**config.mk**
```make
export PLATFORM = sky130hd
export DESIGN_NAME = gpe_regfile
export DESIGN_NICKNAME = d
export VERILOG_FILES = /design/src/rtl/gpe_pkg.sv /design/src/rtl/gpe_port_dec.sv /design/src/rtl/gpe_status_bank.sv /design/src/rtl/gpe_enable_bank.sv /design/src/rtl/gpe_read_mux.sv /design/src/rtl/gpe_regfile.sv
export SDC_FILE = /design/constraint.sdc
export NUM_CORES = 1
export LEC_CHECK = 0
export BUFFER_PORTS_ARGS = -buffer_cell sky130_fd_sc_hd__buf_2
export CELL_PAD_IN_SITES_DETAIL_PLACEMENT = 1
export CELL_PAD_IN_SITES_GLOBAL_PLACEMENT = 1
export CORE_ASPECT_RATIO = 0.7
export CORE_MARGIN = 2
export CORE_UTILIZATION = 30
export CTS_BUF_LIST = sky130_fd_sc_hd__clkbuf_8
export DETAILED_ROUTE_END_ITERATION = 6
export GPL_TIMING_DRIVEN = 0
export PLACE_DENSITY_LB_ADDON = 0.1
export SYNTH_ARGS = -nofsm -noshare
export SYNTH_HDL_FRONTEND = slang
export SYNTH_SLANG_ARGS = --single-unit
```
**constraint.sdc**
```tcl
create_clock -name clk -period 1.3 [get_ports clk]
set_clock_uncertainty 0.2 [all_clocks]
set_input_delay 0.13 -clock clk [delete_from_list [all_inputs] [get_ports clk]]
set_output_delay 0.13 -clock clk [all_outputs]
set_load 0.01 [all_outputs]
```
**src/rtl/gpe_pkg.sv**
```systemverilog
package gpe_pkg;

   localparam int BYTE_W = 8;

   localparam logic [BYTE_W-1:0] UNMAPPED_BYTE = 8'hFF;

   typedef enum logic [1:0] {
      REGION_FLAG   = 2'd0,
      REGION_ENABLE = 2'd1,
      REGION_NONE   = 2'd2
   } region_e;

endpackage

```
**src/rtl/gpe_port_dec.sv**
```systemverilog
module gpe_port_dec
   import gpe_pkg::*;
#(
   parameter int ADDR_W = 4,
   parameter int NBYTES = 2
) (
   input  logic              sel_i,
   input  logic              wr_i,
   input  logic [ADDR_W-1:0] addr_i,
   output region_e           region_o,
   output logic [NBYTES-1:0] flag_wr_oh_o,
   output logic [NBYTES-1:0] en_wr_oh_o
);

   localparam int WIN = 2 * NBYTES;

   if (WIN > (1 << ADDR_W)) begin : g_bad_window
      $error("gpe_port_dec: ADDR_W too small for the register window");
   end

   logic [NBYTES-1:0] flag_hit;
   logic [NBYTES-1:0] en_hit;

   for (genvar b = 0; b < NBYTES; b++) begin : g_byte
      assign flag_hit[b]     = (addr_i == ADDR_W'(b));
      assign en_hit[b]       = (addr_i == ADDR_W'(NBYTES + b));
      assign flag_wr_oh_o[b] = sel_i & wr_i & flag_hit[b];
      assign en_wr_oh_o[b]   = sel_i & wr_i & en_hit[b];
   end

   always_comb begin
      if (|flag_hit)      region_o = REGION_FLAG;
      else if (|en_hit)   region_o = REGION_ENABLE;
      else                region_o = REGION_NONE;
   end

endmodule

```
**src/rtl/gpe_status_bank.sv**
```systemverilog
module gpe_status_bank
   import gpe_pkg::*;
#(
   parameter int WORD_W = 16
) (
   input  logic                     clk,
   input  logic                     rst_n,
   input  logic [WORD_W/BYTE_W-1:0] clr_oh_i,
   input  logic [BYTE_W-1:0]        wdata_i,
   input  logic [WORD_W-1:0]        set_i,
   output logic [WORD_W-1:0]        flags_o
);

   localparam int NB = WORD_W / BYTE_W;

   logic [WORD_W-1:0] clr_mask;
   logic [WORD_W-1:0] flags_q;

   for (genvar b = 0; b < NB; b++) begin : g_clr
      assign clr_mask[b*BYTE_W +: BYTE_W] = clr_oh_i[b] ? wdata_i : '0;
   end

   always_ff @(posedge clk or negedge rst_n) begin
      if (!rst_n) flags_q <= '0;
      else        flags_q <= (flags_q & ~clr_mask) | set_i;
   end

   assign flags_o = flags_q;


   set_wins_chk: assert property (@(posedge clk) disable iff (!rst_n)
      (|set_i) |=> ((flags_q & $past(set_i)) == $past(set_i)));


   no_spurious_set_chk: assert property (@(posedge clk) disable iff (!rst_n)
      1'b1 |=> ((flags_q & ~$past(flags_q) & ~$past(set_i)) == '0));

endmodule

```
**src/rtl/gpe_enable_bank.sv**
```systemverilog
module gpe_enable_bank
   import gpe_pkg::*;
#(
   parameter int WORD_W = 16
) (
   input  logic                     clk,
   input  logic                     rst_n,
   input  logic [WORD_W/BYTE_W-1:0] wr_oh_i,
   input  logic [BYTE_W-1:0]        wdata_i,
   output logic [WORD_W-1:0]        en_o
);

   localparam int NB = WORD_W / BYTE_W;

   logic [WORD_W-1:0] en_q;

   for (genvar b = 0; b < NB; b++) begin : g_byte
      always_ff @(posedge clk or negedge rst_n) begin
         if (!rst_n)          en_q[b*BYTE_W +: BYTE_W] <= '0;
         else if (wr_oh_i[b]) en_q[b*BYTE_W +: BYTE_W] <= wdata_i;
      end
   end

   assign en_o = en_q;


   enable_hold_chk: assert property (@(posedge clk) disable iff (!rst_n)
      (wr_oh_i == '0) |=> $stable(en_q));


   one_byte_write_chk: assert property (@(posedge clk) disable iff (!rst_n)
      $onehot0(wr_oh_i));

endmodule

```
**src/rtl/gpe_read_mux.sv**
```systemverilog
module gpe_read_mux
   import gpe_pkg::*;
#(
   parameter int WORD_W = 16,
   parameter int ADDR_W = 4
) (
   input  logic              clk,
   input  logic              rst_n,
   input  logic              rd_stb_i,
   input  logic [ADDR_W-1:0] addr_i,
   input  region_e           region_i,
   input  logic [WORD_W-1:0] flags_i,
   input  logic [WORD_W-1:0] en_i,
   output logic [BYTE_W-1:0] rdata_o
);

   localparam int NB = WORD_W / BYTE_W;
   localparam int WIN = 2 * NB;

   logic [BYTE_W-1:0] flag_byte [NB];
   logic [BYTE_W-1:0] en_byte   [NB];
   logic [BYTE_W-1:0] sel_byte;
   logic [BYTE_W-1:0] rdata_q;

   for (genvar b = 0; b < NB; b++) begin : g_split
      assign flag_byte[b] = flags_i[b*BYTE_W +: BYTE_W];
      assign en_byte[b]   = en_i[b*BYTE_W +: BYTE_W];
   end

   always_comb begin
      sel_byte = UNMAPPED_BYTE;
      for (int b = 0; b < NB; b++) begin
         if (region_i == REGION_FLAG && addr_i == ADDR_W'(b))
            sel_byte = flag_byte[b];
         if (region_i == REGION_ENABLE && addr_i == ADDR_W'(NB + b))
            sel_byte = en_byte[b];
      end
   end

   always_ff @(posedge clk or negedge rst_n) begin
      if (!rst_n)        rdata_q <= '0;
      else if (rd_stb_i) rdata_q <= sel_byte;
   end

   assign rdata_o = rdata_q;


   oob_read_chk: assert property (@(posedge clk) disable iff (!rst_n)
      (rd_stb_i && (32'(addr_i) >= WIN)) |=> (rdata_q == UNMAPPED_BYTE));


   rdata_hold_chk: assert property (@(posedge clk) disable iff (!rst_n)
      !rd_stb_i |=> $stable(rdata_q));

endmodule

```
**src/rtl/gpe_regfile.sv**
```systemverilog
module gpe_regfile
   import gpe_pkg::*;
#(
   parameter int WORD_W = 16,
   parameter int ADDR_W = 4,
   parameter int HP_BIT = 1
) (
   input  logic              clk,
   input  logic              rst_n,
   input  logic              port_sel,
   input  logic [ADDR_W-1:0] addr,
   input  logic              wr_en,
   input  logic              rd_en,
   input  logic [7:0]        wdata,
   output logic [7:0]        rdata,
   input  logic [WORD_W-1:0] evt_set,
   input  logic              hotplug_pulse,
   output logic [WORD_W-1:0] pending_mask
);

   localparam int NB = WORD_W / BYTE_W;

   if (WORD_W % BYTE_W != 0 || WORD_W < BYTE_W) begin : g_bad_width
      $error("gpe_regfile: WORD_W must be a non-zero multiple of 8");
   end
   if (HP_BIT >= WORD_W) begin : g_bad_hp
      $error("gpe_regfile: HP_BIT outside the flag word");
   end

   region_e           region;
   logic [NB-1:0]     flag_wr_oh;
   logic [NB-1:0]     en_wr_oh;
   logic [WORD_W-1:0] hp_vec;
   logic [WORD_W-1:0] set_vec;
   logic [WORD_W-1:0] flags;
   logic [WORD_W-1:0] enables;
   logic [WORD_W-1:0] pending_q;

   always_comb begin
      hp_vec         = '0;
      hp_vec[HP_BIT] = hotplug_pulse;
   end
   assign set_vec = evt_set | hp_vec;

   gpe_port_dec #(.ADDR_W(ADDR_W), .NBYTES(NB)) u_dec (
      .sel_i        (port_sel),
      .wr_i         (wr_en),
      .addr_i       (addr),
      .region_o     (region),
      .flag_wr_oh_o (flag_wr_oh),
      .en_wr_oh_o   (en_wr_oh)
   );

   gpe_status_bank #(.WORD_W(WORD_W)) u_flags (
      .clk      (clk),
      .rst_n    (rst_n),
      .clr_oh_i (flag_wr_oh),
      .wdata_i  (wdata),
      .set_i    (set_vec),
      .flags_o  (flags)
   );

   gpe_enable_bank #(.WORD_W(WORD_W)) u_en (
      .clk     (clk),
      .rst_n   (rst_n),
      .wr_oh_i (en_wr_oh),
      .wdata_i (wdata),
      .en_o    (enables)
   );

   gpe_read_mux #(.WORD_W(WORD_W), .ADDR_W(ADDR_W)) u_rd (
      .clk      (clk),
      .rst_n    (rst_n),
      .rd_stb_i (port_sel & rd_en),
      .addr_i   (addr),
      .region_i (region),
      .flags_i  (flags),
      .en_i     (enables),
      .rdata_o  (rdata)
   );

   always_ff @(posedge clk or negedge rst_n) begin
      if (!rst_n) pending_q <= '0;
      else        pending_q <= flags & enables;
   end

   assign pending_mask = pending_q;


   pending_needs_enable_chk: assert property (@(posedge clk) disable iff (!rst_n)
      1'b1 |=> ((pending_q & ~$past(enables)) == '0));


   deselect_no_write_chk: assert property (@(posedge clk) disable iff (!rst_n)
      !port_sel |=> ($stable(enables) && ((flags & ~$past(flags)) == (flags & ~$past(flags) & $past(set_vec)))));


   hotplug_sets_chk: assert property (@(posedge clk) disable iff (!rst_n)
      hotplug_pulse |=> flags[HP_BIT]);

endmodule

```
## Word-level counts from Yosys, hierarchy flattened

Cells that the tools add are included.

- Bitwise logic cells: 11
- Equality and inequality tests: 4
- Reduce and logical (&&, ||, !) cells: 8
- Multiplexer cells: 8

Operator list:

| cell | number |
|---|---|
| $mux 8 | 6 |
| $and 16x16->16 | 2 |
| $not 16->16 | 1 |
| $or 16x16->16 | 1 |
| $or 16x2->16 | 1 |
| $eq 4x2->1 const B | 2 |
| $and 1x1->1 | 6 |
| $eq 4x1->1 const B | 1 |
| $logic_and 1x1->1 | 4 |
| $logic_not 4->1 | 1 |
| $mux 2 | 2 |
| $reduce_or 2->1 | 2 |
| $eq 2x1->1 const B | 1 |
| $logic_not 2->1 | 1 |

- Bits of input ports: 34
- Flip-flop bits (word level): 56
- Logic and storage cells: 36

## Depth between registers and ports, before layout

Gate-level depths: netlist (run 1).

- Word-level depth: 10
- Mapped depth: 5
- Depth with buffers taken out: 3

## Modules after synthesis

Synthesis (run 1) repeated with hierarchy kept, for this count alone.

- Cell total of the unflattened synthesis: 188
- Area, all modules: 2403.6 um^2

By module, submodules not included:

| module | times used | area an instance (um^2) | cells an instance |
|---|---|---|---|
| gpe_enable_bank | 1 | 663.1 | 34 |
| gpe_status_bank | 1 | 595.6 | 50 |
| gpe_read_mux | 1 | 560.5 | 61 |
| gpe_regfile | 1 | 513.0 | 34 |
| gpe_port_dec | 1 | 71.3 | 9 |

## Least setup slack after synthesis (run 1)

OpenSTA, ideal clock, no wires.

- Path kind: input port to flip-flop
- Start point: in addr[2]
- End point: reg u_en.en_q[0], in the netlist u_en.en_o[0]
- Setup slack: -0.128 ns
- Stages on the path: 4
- Data arrival time: 1.103 ns
- Data required time: 0.975 ns
- Path buffers: 1
- Path through: nand4bb_1 > or3b_1 > buf_6 > mux2_4

- Cells in the longest elaborated chain, start to end: 2

Ends and longest elaborated chain:

| what | RTL line | source |
|---|---|---|
| from (decl) | gpe_regfile.sv:11 | `input logic [ADDR_W-1:0] addr,` |
| $eq 4x2->1 | gpe_port_dec.sv:26 | `assign en_hit[b] = (addr_i == ADDR_W'(NBYTES + b));` |
| $and 1x1->1 | gpe_port_dec.sv:28 | `assign en_wr_oh_o[b] = sel_i & wr_i & en_hit[b];` |
| to (signal, indexed assignment) | gpe_enable_bank.sv:20 | `else if (wr_oh_i[b]) en_q[b*BYTE_W +: BYTE_W] <= wdata_i;` |
| to (decl) | gpe_enable_bank.sv:15 | `logic [WORD_W-1:0] en_q;` |

No other way between the ends.
A chain may end at the register's enable or synchronous reset.

## Final worst setup path (run 1)

- Start point: reg u_flags.flags_q[6], in the netlist u_flags.flags_o[6]
- End point: reg u_rd.rdata_q[6], in the netlist u_rd.rdata_o[6]

- Cells in the longest elaborated chain, start to end: 4

Ends and longest elaborated chain:

| what | RTL line | source |
|---|---|---|
| from (decl) | gpe_status_bank.sv:17 | `logic [WORD_W-1:0] flags_q;` |
| from (signal assigned) | gpe_status_bank.sv:25 | `else flags_q <= (flags_q & ~clr_mask) \| set_i;` |
| $mux 8 | gpe_read_mux.sv:33 | `if (region_i == REGION_FLAG && addr_i == ADDR_W'(b))` |
| $mux 8 | gpe_read_mux.sv:35 | `if (region_i == REGION_ENABLE && addr_i == ADDR_W'(NB + b))` |
| $mux 8 | gpe_read_mux.sv:33 |  |
| $mux 8 | gpe_read_mux.sv:35 |  |
| to (signal assigned) | gpe_read_mux.sv:42 | `else if (rd_stb_i) rdata_q <= sel_byte;` |
| to (decl) | gpe_read_mux.sv:23 | `logic [BYTE_W-1:0] rdata_q;` |

No other way between the ends.

==> impl_metrics.yaml, run 1 <==
die:
  die_w_um: 110.0
  ios: 58
  initial_core_util: 0.3050
  rows: 27
  dieArea_um2: 8603
  fp.coreArea_um2: 7736
  die_y_um: 78.21
logic_synthesis:
  synth_seq_cells: 56
  synth_enable_flop_cells: 0
  syn_inst: 182
  yosysWarnings: 0
  syn_area_per_cell_um2: 12.97
  syn_area_um2: 2360
  async_reset_ff_frac: 1.000
  yosysSeqAreaShare: 0.5938
  synth-main-ff-cell: "dfrtp_1"
  synthDistinctLibCells: 27
  syn_nets: 216
clocking:
  cts_tree: "yes"
  cts_buffer_depth: 2
  insertion_delay_ps: 310
  cts_inserted_buffers: 5
  cts.htree.levels: 2
  path_clk_slew_ps: 100
  clockRootBuffer: "clkbuf_8"
  clkSinkCount: 56
place:
  place_ws_ps: -756.2
  place_hpwl_um: 4037
  io_buffers: 56
  place_congestion: 0.7200
drt:
  ant_nets: 0
  viasPerCell: 4.575
  drt_iter0_drc: 44
  dr.pass1.iters: 4
  totalWireLength_um: 6307
  post-route-drc-count: 0
  post_drt_wl_per_cell_um: 15.85
  dr_total_vias: 1821
pwr:
  peakVddDrop_mv: 0.6594
  power.leakage_nw: 1.541
  totalPowerFinal_w: 0.004121
  p_int_w: 0.003072
  switching_share: 0.2545
  powerDensity_nw_per_um2: 1197
  clkPwrFrac: 0.297
  p_sw_w: 0.001049
  p_comb_frac: 0.204
  p_seq_frac: 0.499
timing:
  maxSlewViolCount: 0
  max_slew_margin: 0.5120
  finalCritPeriodShare: 1.039
  fmax_mhz: 740.1
  setup_slack_ps: -51.17
  min_period_ps: 1351
  finalSetupViolCount: 5
  rsz0062_at_grt: "yes"
  hold_viol: 0
  tightest_slew_ps: 732.0
  holdWs_ps: 125.5
cells_and_area:
  drive_above_1_share: 0.4209
  diodes: 0
  synthToLayoutAreaGrowth_pct: 45.92
  nNetsFinal: 330
  utilization: 0.4451
grt:
  antenna_found_initial: 0
  grt-ovfl-total: 0
  grt_pass1_wl_um: 10280
  grt_max_degree: 57
  grtUsageTotal: 0.1610
  grt_pass1_vias: 1951
outcome:
  outcome: "finished with violations"
  failed_checks: "negative setup slack"
critical_path:
  start_kind: "register"
  crit_required_ps: 1310
  path_class: "register to register"
  ff2ff_setup_slack_ps: -50
  path_max_fanout: 3
  arrival_ps: 1360
  critPathCaptureType: "register"
flow_run:
  drv_cap: 0
worst_hold_path:
  holdCritPathClass: "input pin to register"
==> cell families after synthesis <==
group,share of synthesized area
flip-flops,0.5938
AO/OA/AOI/OAI,0.09862
multiplexers,0.1368
buffers and inverters,0.03181
AND/OR/NAND/NOR,0.1389
==> through the flow <==
| stage | cell area, um2 | setup TNS (ps) | instances |
|---|---|---|---|
| 2_1_floorplan | 2360 | -1411 | 182 |
| 3_3_place_gp | 2766 | -30440 | 339 |
| 5_1_grt | 3443 | -387.2 | 398 |
| 3_5_place_dp | 2766 | -28990 | 339 |
| 4_1_cts | 3348 | -265.5 | 392 |
| 6_report | 3443 | -148.2 | 398 |
==> layer usage <==
metal | global-route usage | vias to the layer above | wire [um] | share of wire
met3 | 0.03488 | 5 | 201 | 0.032
met1 | 0.2327 | 913 | 3259 | 0.52
li1 | - | 869 | - | -
met4 | 0.03418 | 0 | 39 | 0.0062
met5 | 0 | - | 0 | 0
met2 | 0.2479 | 34 | 2807 | 0.45
==> cells in the final DEF (no fill, tap or decap), drive strengths merged <==
| cell | count |
|---|---|
| bufinv | 1 |
| o22a | 5 |
| or3b | 1 |
| clkinv | 1 |
| o31ai | 8 |
| dfrtp | 56 |
| nand4bb | 2 |
| nor3b | 3 |
| a2111oi | 3 |
| o21ai | 6 |
| nand2b | 9 |
| dlygate4sd3 | 28 |
| nor2 | 9 |
| o21a | 3 |
| nor3 | 2 |
| mux2 | 16 |
| or2 | 1 |
| clkbuf | 9 |
| mux4 | 5 |
| buf | 84 |
| and2 | 17 |
| inv | 7 |
| a31oi | 8 |
| nand2 | 13 |
==> flip-flops by register name (all words and copies together) (netlist names) <==
| name | cells |
|---|---|
| u_flags.flags_o | 16 |
| u_en.en_o | 16 |
| pending_mask | 16 |
| u_rd.rdata_o | 8 |
==> area by class of cell <==
type / count / area, um2
Buffer: 7 / 55.05
Clock inverter: 2 / 38.79
Multi-Input combinational cell: 111 / 963.4
Sequential cell: 56 / 1401
Timing Repair Buffer: 108 / 749.5
Fill cell: 829 / 4293
Tap cell: 101 / 126.4
Clock buffer: 6 / 82.58
Inverter: 7 / 26.28
==> final timing paths <==
path,startpoint,end,depth (start not counted)
worst max-delay path,u_flags.flags_o[6],u_rd.rdata_o[6],2
max in group asynchronous,rst_n,u_flags.flags_o[1],2
min in group asynchronous,rst_n,pending_mask[10],2
worst min-delay path,addr[2],u_rd.rdata_o[4],4
worst max register to register,u_flags.flags_o[6],u_rd.rdata_o[6],2
worst min register to register,u_rd.rdata_o[0],u_rd.rdata_o[0],2
==> cell usage after synthesis (all sizes together), types with 3 or more instances <==
cell type	instances	share of area
nor2	9	0.017
mux4	5	0.048
dfrtp	56	0.59
nand2b	9	0.024
nor3b	3	0.0095
mux2	16	0.089
o31ai	8	0.025
buf	7	0.019
and2	17	0.045
a31oi	8	0.021
a2111oi	3	0.011
o21ai	6	0.013
nand2	13	0.021
inv	7	0.011
o22a	5	0.019
o21a	3	0.0095
==> timing repair <==
item | 4_1_cts | 5_1_grt
hold buffers | 27 | 1
endpoints found under the setup margin | 30 | 29
resized for setup | 14 | 11
setup buffers | 18 | 6
pin swaps | 4 | 5
hold endpoints to repair | 91 | 56
==> worst max-delay path: stages (launching register included) <==
cell and delay [ps]:
dfrtp_1 420, mux4_2 460, o22a_1 170
==> power by group through the flow <==
stage | Clock [W] | Sequential [W] | Combinational, W
global placement | 0 | 0.00210 | 0.000646
detailed placement | 0 | 0.00211 | 0.000647
CTS | 0.00126 | 0.00206 | 0.000804
global route | 0.00132 | 0.00208 | 0.000931
finish | 0.00122 | 0.00206 | 0.000839
floorplan | 0 | 0.00214 | 0.000303
Note: power is estimated with default switching activity, not from simulation.
==> run 2, diff against run 1 <==
--- a/config.mk
+++ b/config.mk
@@ -14,7 +14,9 @@
 export CTS_BUF_LIST = sky130_fd_sc_hd__clkbuf_8
 export DETAILED_ROUTE_END_ITERATION = 6
 export GPL_TIMING_DRIVEN = 0
+export MAX_ROUTING_LAYER = met4
 export PLACE_DENSITY_LB_ADDON = 0.1
 export SYNTH_ARGS = -nofsm -noshare
 export SYNTH_HDL_FRONTEND = slang
+export SYNTH_HIERARCHICAL = 1
 export SYNTH_SLANG_ARGS = --single-unit
==> run 2 against run 1 <==
Net effect:
- the run still ends with negative setup slack left
- synthesized cell count increased by 3.3%
- die area is 1.8% higher
- combinational power down 22%
- worst setup slack lost 140 ps
- sequential power hardly changed
- global-route usage is essentially flat
- register-to-register slack gained 250 ps
- final cell count decreased by 3.5%
- total power fell by 7.0%
==> impl_metrics.yaml, run 2 <==
outcome:
  failed_checks: "negative setup slack"
  outcome: "finished with violations"
critical_path:
  r2r_end: "u_rd/rdata_o[3]"
  path_max_fanout: 8
  arrival_ps: 1480
  crit_required_ps: 1290
  critPathCaptureType: "register"
  reg2reg_depth: 3
  cp_common_cell: "buf_8"
  cp_slowest_stage_delay_ps: 520
  worstPathCellList: "buf_8, or2_4, or4b_4, buf_8, nor2b_4, buf_6, a31oi_1"
  path_class: "input pin to register"
  start_kind: "input pin"
  cpMaxStageDelayCell: "or4b_4"
  ff2ff_setup_slack_ps: 200
  reg2reg_from: "u_flags/flags_o[3]"
drt:
  ant_nets: 0
  drt_iter0_drc: 73
  dr_total_vias: 1816
  post-route-drc-count: 0
  post_drt_wl_per_cell_um: 16.93
  totalWireLength_um: 6503
  viasPerCell: 4.729
  dr.pass1.iters: 4
clocking:
  cts.htree.levels: 2
  path_clk_slew_ps: 100
  insertion_delay_ps: 300
  cts_buffer_depth: 2
  clkSinkCount: 56
  clockRootBuffer: "clkbuf_8"
  cts_tree: "yes"
  cts_inserted_buffers: 5
pwr:
  switching_share: 0.2481
  p_seq_frac: 0.537
  totalPowerFinal_w: 0.003834
  p_int_w: 0.002883
  p_comb_frac: 0.171
  peakVddDrop_mv: 0.7138
  clkPwrFrac: 0.292
  p_sw_w: 0.0009513
  powerDensity_nw_per_um2: 1146
  power.leakage_nw: 1.387
logic_synthesis:
  syn_inst: 188
  synth_area_leaders: "dfrtp_1 58%, mux2_4 10%, a21o_1 5.0%"
  syn_area_per_cell_um2: 12.78
  yosysWarnings: 6
  synthAdderAreaFrac: 0
  syn_area_um2: 2404
  synthDistinctLibCells: 26
  synth-main-ff-cell: "dfrtp_1"
  synth_top_area_frac: 0.5830
  synth_top_cell_by_area: "dfrtp_1"
  synth.most_common_cell: "dfrtp_1"
  synth_top_family_by_area: "simple AND/OR/NAND/NOR gates"
  yosysSeqAreaShare: 0.5830
  synth_compound_area_frac: 0.1208
  syn_nets: 222
  async_reset_ff_frac: 1.000
  muxShareOfSynthArea: 0.09995
  synth_xor_area_frac: 0
  synth_enable_flop_cells: 0
  synth-simple-area-share: 0.1629
  synth_seq_cells: 56
  synthTopCellsByCount: "56 x dfrtp_1, 17 x and2_1, 17 x nand2_1"
cells_and_area:
  nNetsFinal: 316
  final_common_cell: "dfrtp_1"
  drive_above_1_share: 0.3922
  diodes: 0
  finalNonFillerCells: 384
  final_cell_mix: "56 x dfrtp_1, 55 x buf_2, 26 x dlygate4sd3_1"
  synthToLayoutAreaGrowth_pct: 39.25
timing:
  tightest_slew_ps: 723.0
  rsz0062_at_grt: "yes"
  min_period_ps: 1491
  max_slew_margin: 0.5180
  finalSetupViolCount: 8
  setup_slack_ps: -191.4
  hold_viol: 0
  maxSlewViolCount: 0
  fmax_mhz: 670.5
  finalCritPeriodShare: 1.147
  fin_tns_setup_ps: -1476
grt:
  antenna_found_initial: 0
  grt_pass1_vias: 1791
  grt-ovfl-total: 0
  grtUsageTotal: 0.1612
  grt_pass1_wl_um: 10470
  grt_max_degree: 57
flow_run:
  drv_cap: 0
die:
  initial_core_util: 0.3080
  fp.coreArea_um2: 7804
  rows: 27
  ios: 58
  die_w_um: 111.0
  die_y_um: 78.89
  dieArea_um2: 8756
place:
  place_hpwl_um: 4195
  io_buffers: 57
  dpl.cell_count: 346
  place_congestion: 0.6846
worst_hold_path:
  whs_endpoint: "u_rd/rdata_o[2]"
  holdPathStages: 4
  min_from: "addr[2]"
  holdCritPathClass: "input pin to register"
-- run 2: repair_timing --
item                       CTS  global route
hold buffers                25             1
hold endpoints to repair    89            56
gates resized for setup     11             2
setup endpoints to repair    8            15
pin swaps                    3             1
buffers inserted             4             0
gates cloned                 1             0
-- run 2: critical path: cells and delay by family --
kind / cells / cell delay (ps)
buffers and inverters: 3 / 380
and+or+nand+nor: 3 / 870
AOI/OAI and AO/OA: 1 / 80
-- run 2: worst max-delay path by stage --
| stage | start | endpoint | slack [ps] | cells past startpoint |
|---|---|---|---|---|
| detailed placement | addr[3] | u_rd/rdata_o[0] | -740 | 5 |
| floorplan | addr[3] | u_rd/rdata_o[6] | -310 | 6 |
| CTS | addr[3] | u_rd/rdata_o[0] | -190 | 7 |
| finish | addr[3] | u_rd/rdata_o[1] | -190 | 7 |
| global route | addr[3] | u_rd/rdata_o[1] | -250 | 7 |
| global placement | addr[3] | u_rd/rdata_o[0] | -740 | 5 |
-- run 2: cell type report --
cell class | instances | area [um2]
Buffer | 9 | 83.83
Clock buffer | 5 | 68.82
Clock inverter | 3 | 38.79
Fill cell | 855 | 4457
Inverter | 1 | 3.754
Multi-Input combinational cell | 121 | 1018
Sequential cell | 56 | 1401
Tap cell | 101 | 126.4
Timing Repair Buffer | 88 | 605.6
-- run 2: metrics by stage --
| stage | cell area, um2 | util | worst slack [ps] | hold slack (ps) |
|---|---|---|---|---|
| 4_1_cts | 3327 | 0.4263 | -193.5 | -50.47 |
| 5_1_grt | 3347 | 0.4289 | -246.4 | 12.76 |
| 6_report | 3347 | 0.4289 | -191.4 | 9.792 |
| 2_1_floorplan | 2484 | - | -311.9 | -365.6 |
| 3_5_place_dp | 2895 | 0.3710 | -740.2 | 112.0 |
| 3_3_place_gp | 2895 | 0.3710 | -738.6 | 108.3 |
-- run 2: metal layers --
metal / GRT usage / wire (um) / up-vias
met5: - / 0 / -
met4: 0.02250 / 40 / 0
met3: 0.03435 / 245 / 4
met2: 0.2448 / 3027 / 39
met1: 0.2296 / 3190 / 910
li1: - / - / 863
-- run 2: logic make-up (layout without fill, tap and decap cells) --
family | Yosys count | count (layout)
multiplexers | 16 | 16
flip-flops | 56 | 56
AO/OA/AOI/OAI | 40 | 40
buffers and inverters | 11 | 106
AND/OR/NAND/NOR | 65 | 65
-- run 2: power groups by stage --
stage          Clock, W  Combinational [W]  Sequential [W]
6_report        0.00112           0.000657         0.00206
5_1_grt         0.00127           0.000719         0.00209
4_1_cts         0.00117           0.000662         0.00206
3_5_place_dp          0           0.000588         0.00209
3_3_place_gp          0           0.000585         0.00209
2_1_floorplan         0           0.000282         0.00212
==> run 3, diff against run 2 <==
--- a/config.mk
+++ b/config.mk
@@ -10,12 +10,13 @@
 export CELL_PAD_IN_SITES_GLOBAL_PLACEMENT = 1
 export CORE_ASPECT_RATIO = 0.7
 export CORE_MARGIN = 2
-export CORE_UTILIZATION = 30
+export CORE_UTILIZATION = 39
 export CTS_BUF_LIST = sky130_fd_sc_hd__clkbuf_8
 export DETAILED_ROUTE_END_ITERATION = 6
 export GPL_TIMING_DRIVEN = 0
 export MAX_ROUTING_LAYER = met4
 export PLACE_DENSITY_LB_ADDON = 0.1
+export SKIP_LAST_GASP = 1
 export SYNTH_ARGS = -nofsm -noshare
 export SYNTH_HDL_FRONTEND = slang
 export SYNTH_HIERARCHICAL = 1
==> run 3 against run 2 <==
Net effect:
- the run ends with negative hold slack, negative setup slack left
- clock-buffer cell count stayed put
- worst hold slack got worse by 37 ps
- total power down 5.1%
- via count up 2.9%
- largest cell class unchanged
==> impl_metrics.yaml, run 3 (synthesis results as in run 2) <==
outcome:
  outcome: "finished with violations"
  failed_checks: "negative hold slack, negative setup slack"
timing:
  tightest_slew_ps: 712.3
  max_slew_margin: 0.5251
  min_period_ps: 1527
  hold_viol: 7
  finalSetupViolCount: 8
  finalCritPeriodShare: 1.175
  maxSlewViolCount: 0
  rsz0062_at_grt: "yes"
  fmax_mhz: 654.8
  setup_slack_ps: -227.3
  holdWs_ps: -27.10
die:
  initial_core_util: 0.4114
  die_y_um: 69.68
  ios: 58
  dieArea_um2: 6817
  fp.coreArea_um2: 5842
  die_w_um: 97.83
  rows: 23
critical_path:
  critPathCaptureType: "register"
  arrival_ps: 1520
  path_max_fanout: 8
  crit_required_ps: 1290
  start_kind: "input pin"
  path_class: "input pin to register"
  ff2ff_setup_slack_ps: 180
place:
  place_hpwl_um: 4130
  place_congestion: 0.7373
  io_buffers: 57
  dpl.cell_count: 320
drt:
  post_drt_wl_per_cell_um: 18.31
  drt_iter0_drc: 77
  viasPerCell: 5.206
  dr.pass1.iters: 4
  totalWireLength_um: 6575
  ant_nets: 0
  dr_total_vias: 1869
  post-route-drc-count: 0
clocking:
  insertion_delay_ps: 310
  path_clk_slew_ps: 100
  cts.htree.levels: 2
  cts_tree: "yes"
  cts_buffer_depth: 2
  clockRootBuffer: "clkbuf_8"
  cts_inserted_buffers: 5
  clkSinkCount: 56
grt:
  grt_pass1_vias: 2056
  grt_max_degree: 57
  antenna_found_initial: 0
  grtUsageTotal: 0.2071
  grt-ovfl-total: 0
  grt_pass1_wl_um: 10650
cells_and_area:
  finalNonFillerCells: 359
  synthToLayoutAreaGrowth_pct: 38.11
  final_common_cell: "dfrtp_1"
  diodes: 0
  final_cell_mix: "56 x dfrtp_1, 55 x buf_2, 26 x dlygate4sd3_1"
  num-fill-cells: 623
  drive_above_1_share: 0.3944
  nNetsFinal: 318
  utilization: 0.5682
pwr:
  powerDensity_nw_per_um2: 1097
  power.leakage_nw: 1.385
  peakVddDrop_mv: 0.5138
flow_run:
  drv_cap: 0
worst_hold_path:
  holdCritPathClass: "input pin to register"
[run 3: cell types whose count changed in the layout (fill, tap and decap cells not counted), sizes merged]
| cell | change |
|---|---|
| buf | +2 |
| bufinv | -1 |
[run 3: area by class of cell]
class                   instances  area [um2]  area share
flip-flops and latches         56        1401      0.4222
clock buffers                   5       68.82     0.02073
clock inverters                 2       8.758    0.002639
well taps                      75       93.84     0.02827
repair buffers                 90       620.6      0.1870
plain buffers                   9       83.83     0.02525
multi-input cells             121        1039      0.3129
inverters                       1       3.754    0.001131
[run 3: metal layers]
metal / vias up / global-route usage / part of all wire
li1: 866 / - / -
met4: 0 / 0.06019 / 0.015
met5: - / - / 0
met1: 954 / 0.2516 / 0.44
met3: 8 / 0.04435 / 0.033
met2: 41 / 0.3501 / 0.51
[run 3: power breakdown]
part	internal (W)	leakage, nW	total, W	switching [W]
Sequential	0.00194	0.621	0.00206	0.000120
Combinational	0.000384	0.719	0.000675	0.000291
Clock	0.000361	0.0452	0.000905	0.000544
[run 3: what timing repair did]
| item | 4_1_cts | 5_1_grt |
|---|---|---|
| gates cloned | 1 | 0 |
| endpoints found under the setup margin | 8 | 8 |
| resized for setup | 10 | 6 |
| setup buffers | 5 | 1 |
| hold buffers | 25 | 1 |
| pin swaps | 5 | 5 |
| hold endpoints to repair | 96 | 62 |
[run 3: path summary, 6_finish.rpt]
check,startpoint,end,cells after the start
worst max-delay path,addr[2],u_rd/rdata_o[6],7
worst min-delay path,addr[3],u_rd/rdata_o[0],4
worst max register to register,u_flags/flags_o[6],u_rd/rdata_o[6],3
worst min register to register,u_flags/flags_o[2],u_flags/flags_o[2],1
max in group asynchronous,rst_n,u_en/en_o[8],2
min in group asynchronous,rst_n,pending_mask[1],2
[run 3: worst max-delay path: stages]
cell     delay [ps]
buf_8           100
or2_4           260
or4b_4          520
buf_8           170
nor2b_4         110
buf_6           140
a31oi_1          90
[run 3: through the flow]
| stage | cell area (um2) | setup WS, ps | total power, W | hold slack [ps] | TNS (ps) |
|---|---|---|---|---|---|
| finish | 3319 | -227.3 | 0.003640 | -27.10 | -1732 |
| global route | 3319 | -234.5 | 0.003826 | -30.02 | -1813 |
| CTS | 3267 | -193.3 | 0.003671 | -72.03 | -1495 |
| detailed placement | 2863 | -671.6 | 0.002677 | 112.7 | -22720 |
| global placement | 2863 | -653.1 | 0.002659 | 106.9 | -21100 |
| floorplan | 2484 | -311.9 | 0.002400 | -365.6 | -2483 |
